<file path="src/rtl/adcrd_pkg.sv">
package adcrd_pkg;
    localparam int FRAME_W    = 32;
    localparam int DATA_W     = 24;
    localparam int SUB_W      = 4;
    localparam int SETTLE_CYC = 3;   // clocks from CS fall to busy poll
    localparam int MIN_HALF   = 2;
    localparam int BIT_W      = $clog2(FRAME_W);

    typedef struct packed {
        logic              eoc;
        logic              dmy;
        logic              sig;
        logic              exr;
        logic [DATA_W-1:0] data;
        logic [SUB_W-1:0]  sub;
    } frame_t;

    typedef struct packed {
        logic [DATA_W-1:0] data;
        logic              sig;
        logic              dmy_fault;
        logic              range_fault;
    } result_t;

    typedef enum logic [2:0] {
        ST_IDLE,
        ST_SETTLE,
        ST_BACKOFF,
        ST_LOW,
        ST_HIGH,
        ST_DONE
    } state_t;

    function automatic result_t decode(input frame_t f);
        result_t r;
        r.data        = f.data;
        r.sig         = f.sig;
        r.dmy_fault   = f.dmy;
        r.range_fault = f.exr;
        return r;
    endfunction
endpackage

</file>
<file path="src/rtl/adcrd_sync.sv">
module adcrd_sync #(
    parameter int STAGES = 2
) (
    input  logic clk,
    input  logic rst,
    input  logic d,
    output logic q
);
    logic [STAGES-1:0] ff;

    always_ff @(posedge clk) begin
        if (rst) ff <= '0;
        else     ff <= {ff[STAGES-2:0], d};
    end

    assign q = ff[STAGES-1];
endmodule

</file>
<file path="src/rtl/adcrd_timer.sv">
module adcrd_timer #(
    parameter int W = 8
) (
    input  logic         clk,
    input  logic         rst,
    input  logic         load,
    input  logic [W-1:0] val,
    output logic         done
);
    logic [W-1:0] cnt;

    always_ff @(posedge clk) begin
        if (rst)              cnt <= '0;
        else if (load)        cnt <= val;
        else if (cnt != '0)   cnt <= cnt - 1'b1;
    end

    assign done = (cnt == '0);
endmodule

</file>
<file path="src/rtl/adcrd_shift.sv">
module adcrd_shift #(
    parameter int W = 32
) (
    input  logic         clk,
    input  logic         rst,
    input  logic         en,
    input  logic         din,
    output logic [W-1:0] q
);
    always_ff @(posedge clk) begin
        if (rst)     q <= '0;
        else if (en) q <= {q[W-2:0], din};
    end
endmodule

</file>
<file path="src/rtl/adc_frame_reader.sv">
module adc_frame_reader
    import adcrd_pkg::*;
#(
    parameter int CNT_W = 8
) (
    input  logic              clk,
    input  logic              rst,
    input  logic              start,
    input  logic [CNT_W-1:0]  half_period,
    input  logic [CNT_W-1:0]  retry_gap,
    input  logic              sdo,
    output logic              cs_n,
    output logic              sck,
    output logic [DATA_W-1:0] result,
    output logic              sign_pos,
    output logic              dmy_fault,
    output logic              range_fault,
    output logic              result_valid
);
    localparam logic [CNT_W-1:0] SETTLE_LD = CNT_W'(SETTLE_CYC);
    localparam logic [CNT_W-1:0] HALF_MIN  = CNT_W'(MIN_HALF);
    localparam logic [BIT_W-1:0] LAST_BIT  = BIT_W'(FRAME_W - 1);

    state_t             state, state_n;
    logic               cs_nx, sck_nx;
    logic               tmr_ld, tmr_done, shift_en, finish;
    logic [CNT_W-1:0]   tmr_val, half_eff;
    logic               sdo_s;
    logic [FRAME_W-1:0] frame_q;
    logic [BIT_W-1:0]   bit_cnt;
    result_t            dec;

    adcrd_sync #(.STAGES(2)) u_sync (
        .clk (clk), .rst (rst), .d (sdo), .q (sdo_s)
    );

    adcrd_timer #(.W(CNT_W)) u_timer (
        .clk (clk), .rst (rst), .load (tmr_ld), .val (tmr_val), .done (tmr_done)
    );

    adcrd_shift #(.W(FRAME_W)) u_shift (
        .clk (clk), .rst (rst), .en (shift_en), .din (sdo_s), .q (frame_q)
    );

    assign half_eff = (half_period < HALF_MIN) ? HALF_MIN : half_period;
    assign dec      = decode(frame_t'(frame_q));

    always_comb begin
        state_n  = state;
        cs_nx    = cs_n;
        sck_nx   = sck;
        tmr_ld   = 1'b0;
        tmr_val  = '0;
        shift_en = 1'b0;
        finish   = 1'b0;
        unique case (state)
            ST_IDLE: begin
                if (start) begin
                    cs_nx   = 1'b0;
                    tmr_ld  = 1'b1;
                    tmr_val = SETTLE_LD;
                    state_n = ST_SETTLE;
                end
            end
            ST_SETTLE: begin
                if (tmr_done) begin
                    tmr_ld = 1'b1;
                    if (sdo_s) begin
                        cs_nx   = 1'b1;
                        tmr_val = retry_gap;
                        state_n = ST_BACKOFF;
                    end else begin
                        tmr_val = half_eff - 1'b1;
                        state_n = ST_LOW;
                    end
                end
            end
            ST_BACKOFF: begin
                if (tmr_done) begin
                    cs_nx   = 1'b0;
                    tmr_ld  = 1'b1;
                    tmr_val = SETTLE_LD;
                    state_n = ST_SETTLE;
                end
            end
            ST_LOW: begin
                if (tmr_done) begin
                    sck_nx  = 1'b1;
                    tmr_ld  = 1'b1;
                    tmr_val = half_eff - 1'b1;
                    state_n = ST_HIGH;
                end
            end
            ST_HIGH: begin
                if (tmr_done) begin
                    sck_nx   = 1'b0;
                    shift_en = 1'b1;
                    if (bit_cnt == LAST_BIT) begin
                        state_n = ST_DONE;
                    end else begin
                        tmr_ld  = 1'b1;
                        tmr_val = half_eff - 1'b1;
                        state_n = ST_LOW;
                    end
                end
            end
            ST_DONE: begin
                cs_nx   = 1'b1;
                finish  = 1'b1;
                state_n = ST_IDLE;
            end
            default: state_n = ST_IDLE;
        endcase
    end

    always_ff @(posedge clk) begin
        if (rst) begin
            state   <= ST_IDLE;
            cs_n    <= 1'b1;
            sck     <= 1'b0;
            bit_cnt <= '0;
        end else begin
            state <= state_n;
            cs_n  <= cs_nx;
            sck   <= sck_nx;
            if (state == ST_IDLE) bit_cnt <= '0;
            else if (shift_en)    bit_cnt <= bit_cnt + 1'b1;
        end
    end

    always_ff @(posedge clk) begin
        if (rst) begin
            result       <= '0;
            sign_pos     <= 1'b0;
            dmy_fault    <= 1'b0;
            range_fault  <= 1'b0;
            result_valid <= 1'b0;
        end else begin
            result_valid <= finish;
            if (finish) begin
                result      <= dec.data;
                sign_pos    <= dec.sig;
                dmy_fault   <= dec.dmy_fault;
                range_fault <= dec.range_fault;
            end
        end
    end
endmodule

</file>
<file path="config.mk">
export PLATFORM = sky130hd
export DESIGN_NAME = adc_frame_reader
export DESIGN_NICKNAME = d
export VERILOG_FILES = /design/src/rtl/adcrd_pkg.sv /design/src/rtl/adcrd_sync.sv /design/src/rtl/adcrd_timer.sv /design/src/rtl/adcrd_shift.sv /design/src/rtl/adc_frame_reader.sv
export SDC_FILE = /design/constraint.sdc
export NUM_CORES = 1
export LEC_CHECK = 0
export BUFFER_PORTS_ARGS = -buffer_cell sky130_fd_sc_hd__buf_4
export CORE_UTILIZATION = 53
export CTS_BUF_LIST = sky130_fd_sc_hd__clkbuf_4 sky130_fd_sc_hd__clkbuf_8
export DETAILED_ROUTE_END_ITERATION = 8
export HOLD_SLACK_MARGIN = 0.02
export MAX_ROUTING_LAYER = met4
export PLACE_DENSITY = 0.78
export SLEW_MARGIN = 20
export SYNTH_ARGS = -nofsm -noshare
export SYNTH_HDL_FRONTEND = slang
export SYNTH_SLANG_ARGS = --single-unit
</file>
<file path="constraint.sdc">
create_clock -name clk -period 2.3 [get_ports clk]
set_clock_uncertainty 0.05 [all_clocks]
set_input_delay 0.23 -clock clk [delete_from_list [all_inputs] [get_ports clk]]
set_output_delay 0.23 -clock clk [all_outputs]
set_load 0.02 [all_outputs]
</file>
==> reports/results.ini <==
[power]
power_frac_seq = 0.436
p_sw_frac = 0.346
powerDensity_mw_per_mm2 = 875
intPower_mw = 2.32
switchingPower_mw = 1.23
leakage_nw = 1.52
pwr-share-comb = 0.300
p_total_mw = 3.55
p_clk_frac = 0.265
ir_worst_vdd_v = 0.000922

[critical_path]
critical_path_arrival_ns = 2.41
worstPathMaxFanout = 5
start_kind = register
crit_path_start = bit_cnt[0]
endpoint = u_timer.cnt[3]
critPathCaptureType = register
r2r_end = u_timer.cnt[3]
critical_path.cell_chain = ha_1, and3_1, ha_1, or4b_4, a21boi_4, nor2_2, a32oi_1, a221oi_1
cp_common_cell = ha_1
r2r_setup_slack_ns = 0.1
cp.depth = 8
reg2regPathDepth = 8
crit_path_top_delay_cell = or4b_4
crit_type = reg -> reg
r2r-start = bit_cnt[0]
worstPathRequired_ns = 2.51
critical-path-top-delay-family = simple AND/OR/NAND/NOR gates
crit_buf_inv = 0
critPathMaxStageDelay_ns = 0.50

[grt]
grt_pass1_wl_um = 12000
grt_max_degree = 77
grt-ovfl-total = 0
antenna_found_initial = 0
grtUsageTotal = 0.242
grt_pass1_vias = 2674

[clocking]
post_cts_buffers = 0
clk_path_buf_depth = 2
htreeDepth = 3
cts_tree = built
root_buffer = clkbuf_8
clock-sinks = 79
clock_latency_ns = 0.36
clkTransAtPathRegs_ns = 0.09
cts_inserted_buffers = 9

[die]
start_util = 0.561
core_sq_mm = 0.00603
die_h_um = 81.9
ios = 50
fp.dieW_um = 81.9
rows = 28
die_area_sq_mm = 0.00670

[sta]
hold_ws_ns = 0.0394
drv_slew = 0
post-route-period-util = 0.957
rsz0062_at_grt = false
clock.fmax_mhz = 454
tightestPinTransition_ns = 0.741
fin_crit_ns = 2.20
maxSlewHeadroom = 0.506
hold_viol = 0
setup_viol = 0

[yosys]
synthCells = 425
synth_fa_ha_area_frac = 0.0185
syn_area_sq_mm = 0.00338
synthSimpleGateAreaFrac = 0.259
ys_ff_latch = 79
synth-compound-area-share = 0.175
ys_types = 53
synth_area_per_cell_sq_um = 7.96
muxShareOfSynthArea = 0.00925
synthXorXnorAreaFrac = 0.0259
async_reset_ff_frac = 0
dominantRegCellSynth = dfxtp_1
yosysWarningCount = 0
synth_edf_count = 0
synth_fp_nets = 450
yosysSeqAreaShare = 0.468
synth_top_family_by_area = simple AND/OR/NAND/NOR gates

[routing]
postRouteWirelength_um = 7340
first_pass_iters = 5
vias = 3045
antenna_left = 0
drcViolationCount = 0
drt-initial-drc-count = 196
wl_per_cell_um = 13.2
viasPerCell = 5.47

[layout]
diodes = 0
stdcell_count = 557
final_common_cell = nand2_1
nets = 502
syn_to_final_growth_pct = 19.9
layout_common_cells = nand2_1, dfxtp_1, a21oi_1, buf_4, nor2_1
drive_gt1_frac = 0.203

[placement]
dp_cells = 541
io_buffers = 49
dp_hpwl_um = 4920
place.gp.congestion = 0.898

[worst_hold_path]
hold_path_class = in -> reg

[run_status]
status = complete, no violations

[flow_run]
drv_cap = 0

## layer usage
layer  GRT usage  vias up  part of all wire
met5           -        -                 0
met1       0.294     1435              0.46
met3      0.0433       14             0.035
met4       0.116        0             0.016
met2       0.388       56              0.49
li1            -     1540                 -
## synth_stat cells (all sizes together) (3+ instances only)
| cell type | instances | area, sq um |
|---|---|---|
| nor2b | 6 | 37.5 |
| a32oi | 3 | 26.3 |
| nor2 | 18 | 70.1 |
| nor3 | 7 | 46.3 |
| nand2 | 136 | 510 |
| dfxtp | 79 | 1580 |
| inv | 5 | 18.8 |
| xnor2 | 5 | 43.8 |
| a21oi | 67 | 335 |
| a21o | 3 | 22.5 |
| xor2 | 5 | 43.8 |
| clkbuf | 20 | 75.1 |
| nand3 | 5 | 25.0 |
| buf | 6 | 55.1 |
| o21ai | 11 | 55.1 |
| or3 | 6 | 45.0 |
| nand2b | 3 | 18.8 |
| ha | 5 | 62.6 |
## cells by family (layout without fill, tap and decap cells)
| logic type | Yosys count | count (layout) |
|---|---|---|
| muxes | 3 | 3 |
| adders and majority gates | 5 | 5 |
| buffers and inverters | 31 | 88 |
| and+or+nand+nor | 194 | 194 |
| DFF | 79 | 79 |
| AOI/OAI and AO/OA | 103 | 103 |
| xor gates and xnor gates | 10 | 10 |
## power by group through the flow
stage	Sequential (mW)	Combinational, mW	Clock (mW)
after global placement	1.57	1.01	0
final	1.54	1.06	0.939
after detailed placement	1.57	1.03	0
after floorplan	1.57	0.820	0
after global routing	1.56	1.18	1.02
after CTS	1.54	1.06	0.969
## flip-flops by register name (all words and copies together), names as in the netlist, 2 cells and up
signal,cells
u_sync.ff,2
u_timer.cnt,8
state,3
bit_cnt,5
result,24
u_shift.q,31
## worst reg2reg max path, stage by stage (launching register included)
cell and delay, ns:
dfxtp_1 0.32, ha_1 0.20, and3_1 0.18, ha_1 0.20
or4b_4 0.50, a21boi_4 0.17, nor2_2 0.14, a32oi_1 0.08
a221oi_1 0.27
## layout make-up
cell class,count,area (sq um)
Tap cell,75,93.8
Clock inverter,7,56.3
Sequential cell,79,1580
Clock buffer,9,124
Timing Repair Buffer,67,503
Inverter,5,18.8
Fill cell,532,1970
Multi-Input combinational cell,315,1680
## metrics by stage
stage | setup WS [ns] | TNS [ns] | instance area (sq um) | utilization
after floorplan | 0.00352 | 0 | 3380 | -
after global placement | -0.0316 | -0.0376 | 3850 | 0.639
after detailed placement | -0.0978 | -0.240 | 3850 | 0.639
after CTS | 0.121 | 0 | 4060 | 0.673
after global routing | 0.00237 | 0 | 4060 | 0.673
final | 0.0986 | 0 | 4060 | 0.673
## what timing repair did
action | in CTS | in global routing
setup endpoints to repair | 3 | 1
resized for setup | 5 | 0
hold buffers | 0 | 0
pin swaps | 1 | 1
## how the worst min path moves through the flow
stage / startpoint / endpoint / slack (ns) / depth (start not counted)
final: sdo / u_sync.ff[0] / 0.04 / 2
after global routing: sdo / u_sync.ff[0] / 0.07 / 2
after CTS: sdo / u_sync.ff[0] / 0.03 / 2
after detailed placement: u_sync.ff[0] / u_sync.ff[1] / 0.39 / 1
after global placement: u_sync.ff[0] / u_sync.ff[1] / 0.39 / 1
after floorplan: sdo / u_sync.ff[0] / 0.31 / 1
(Power assumes the default switching activity.)
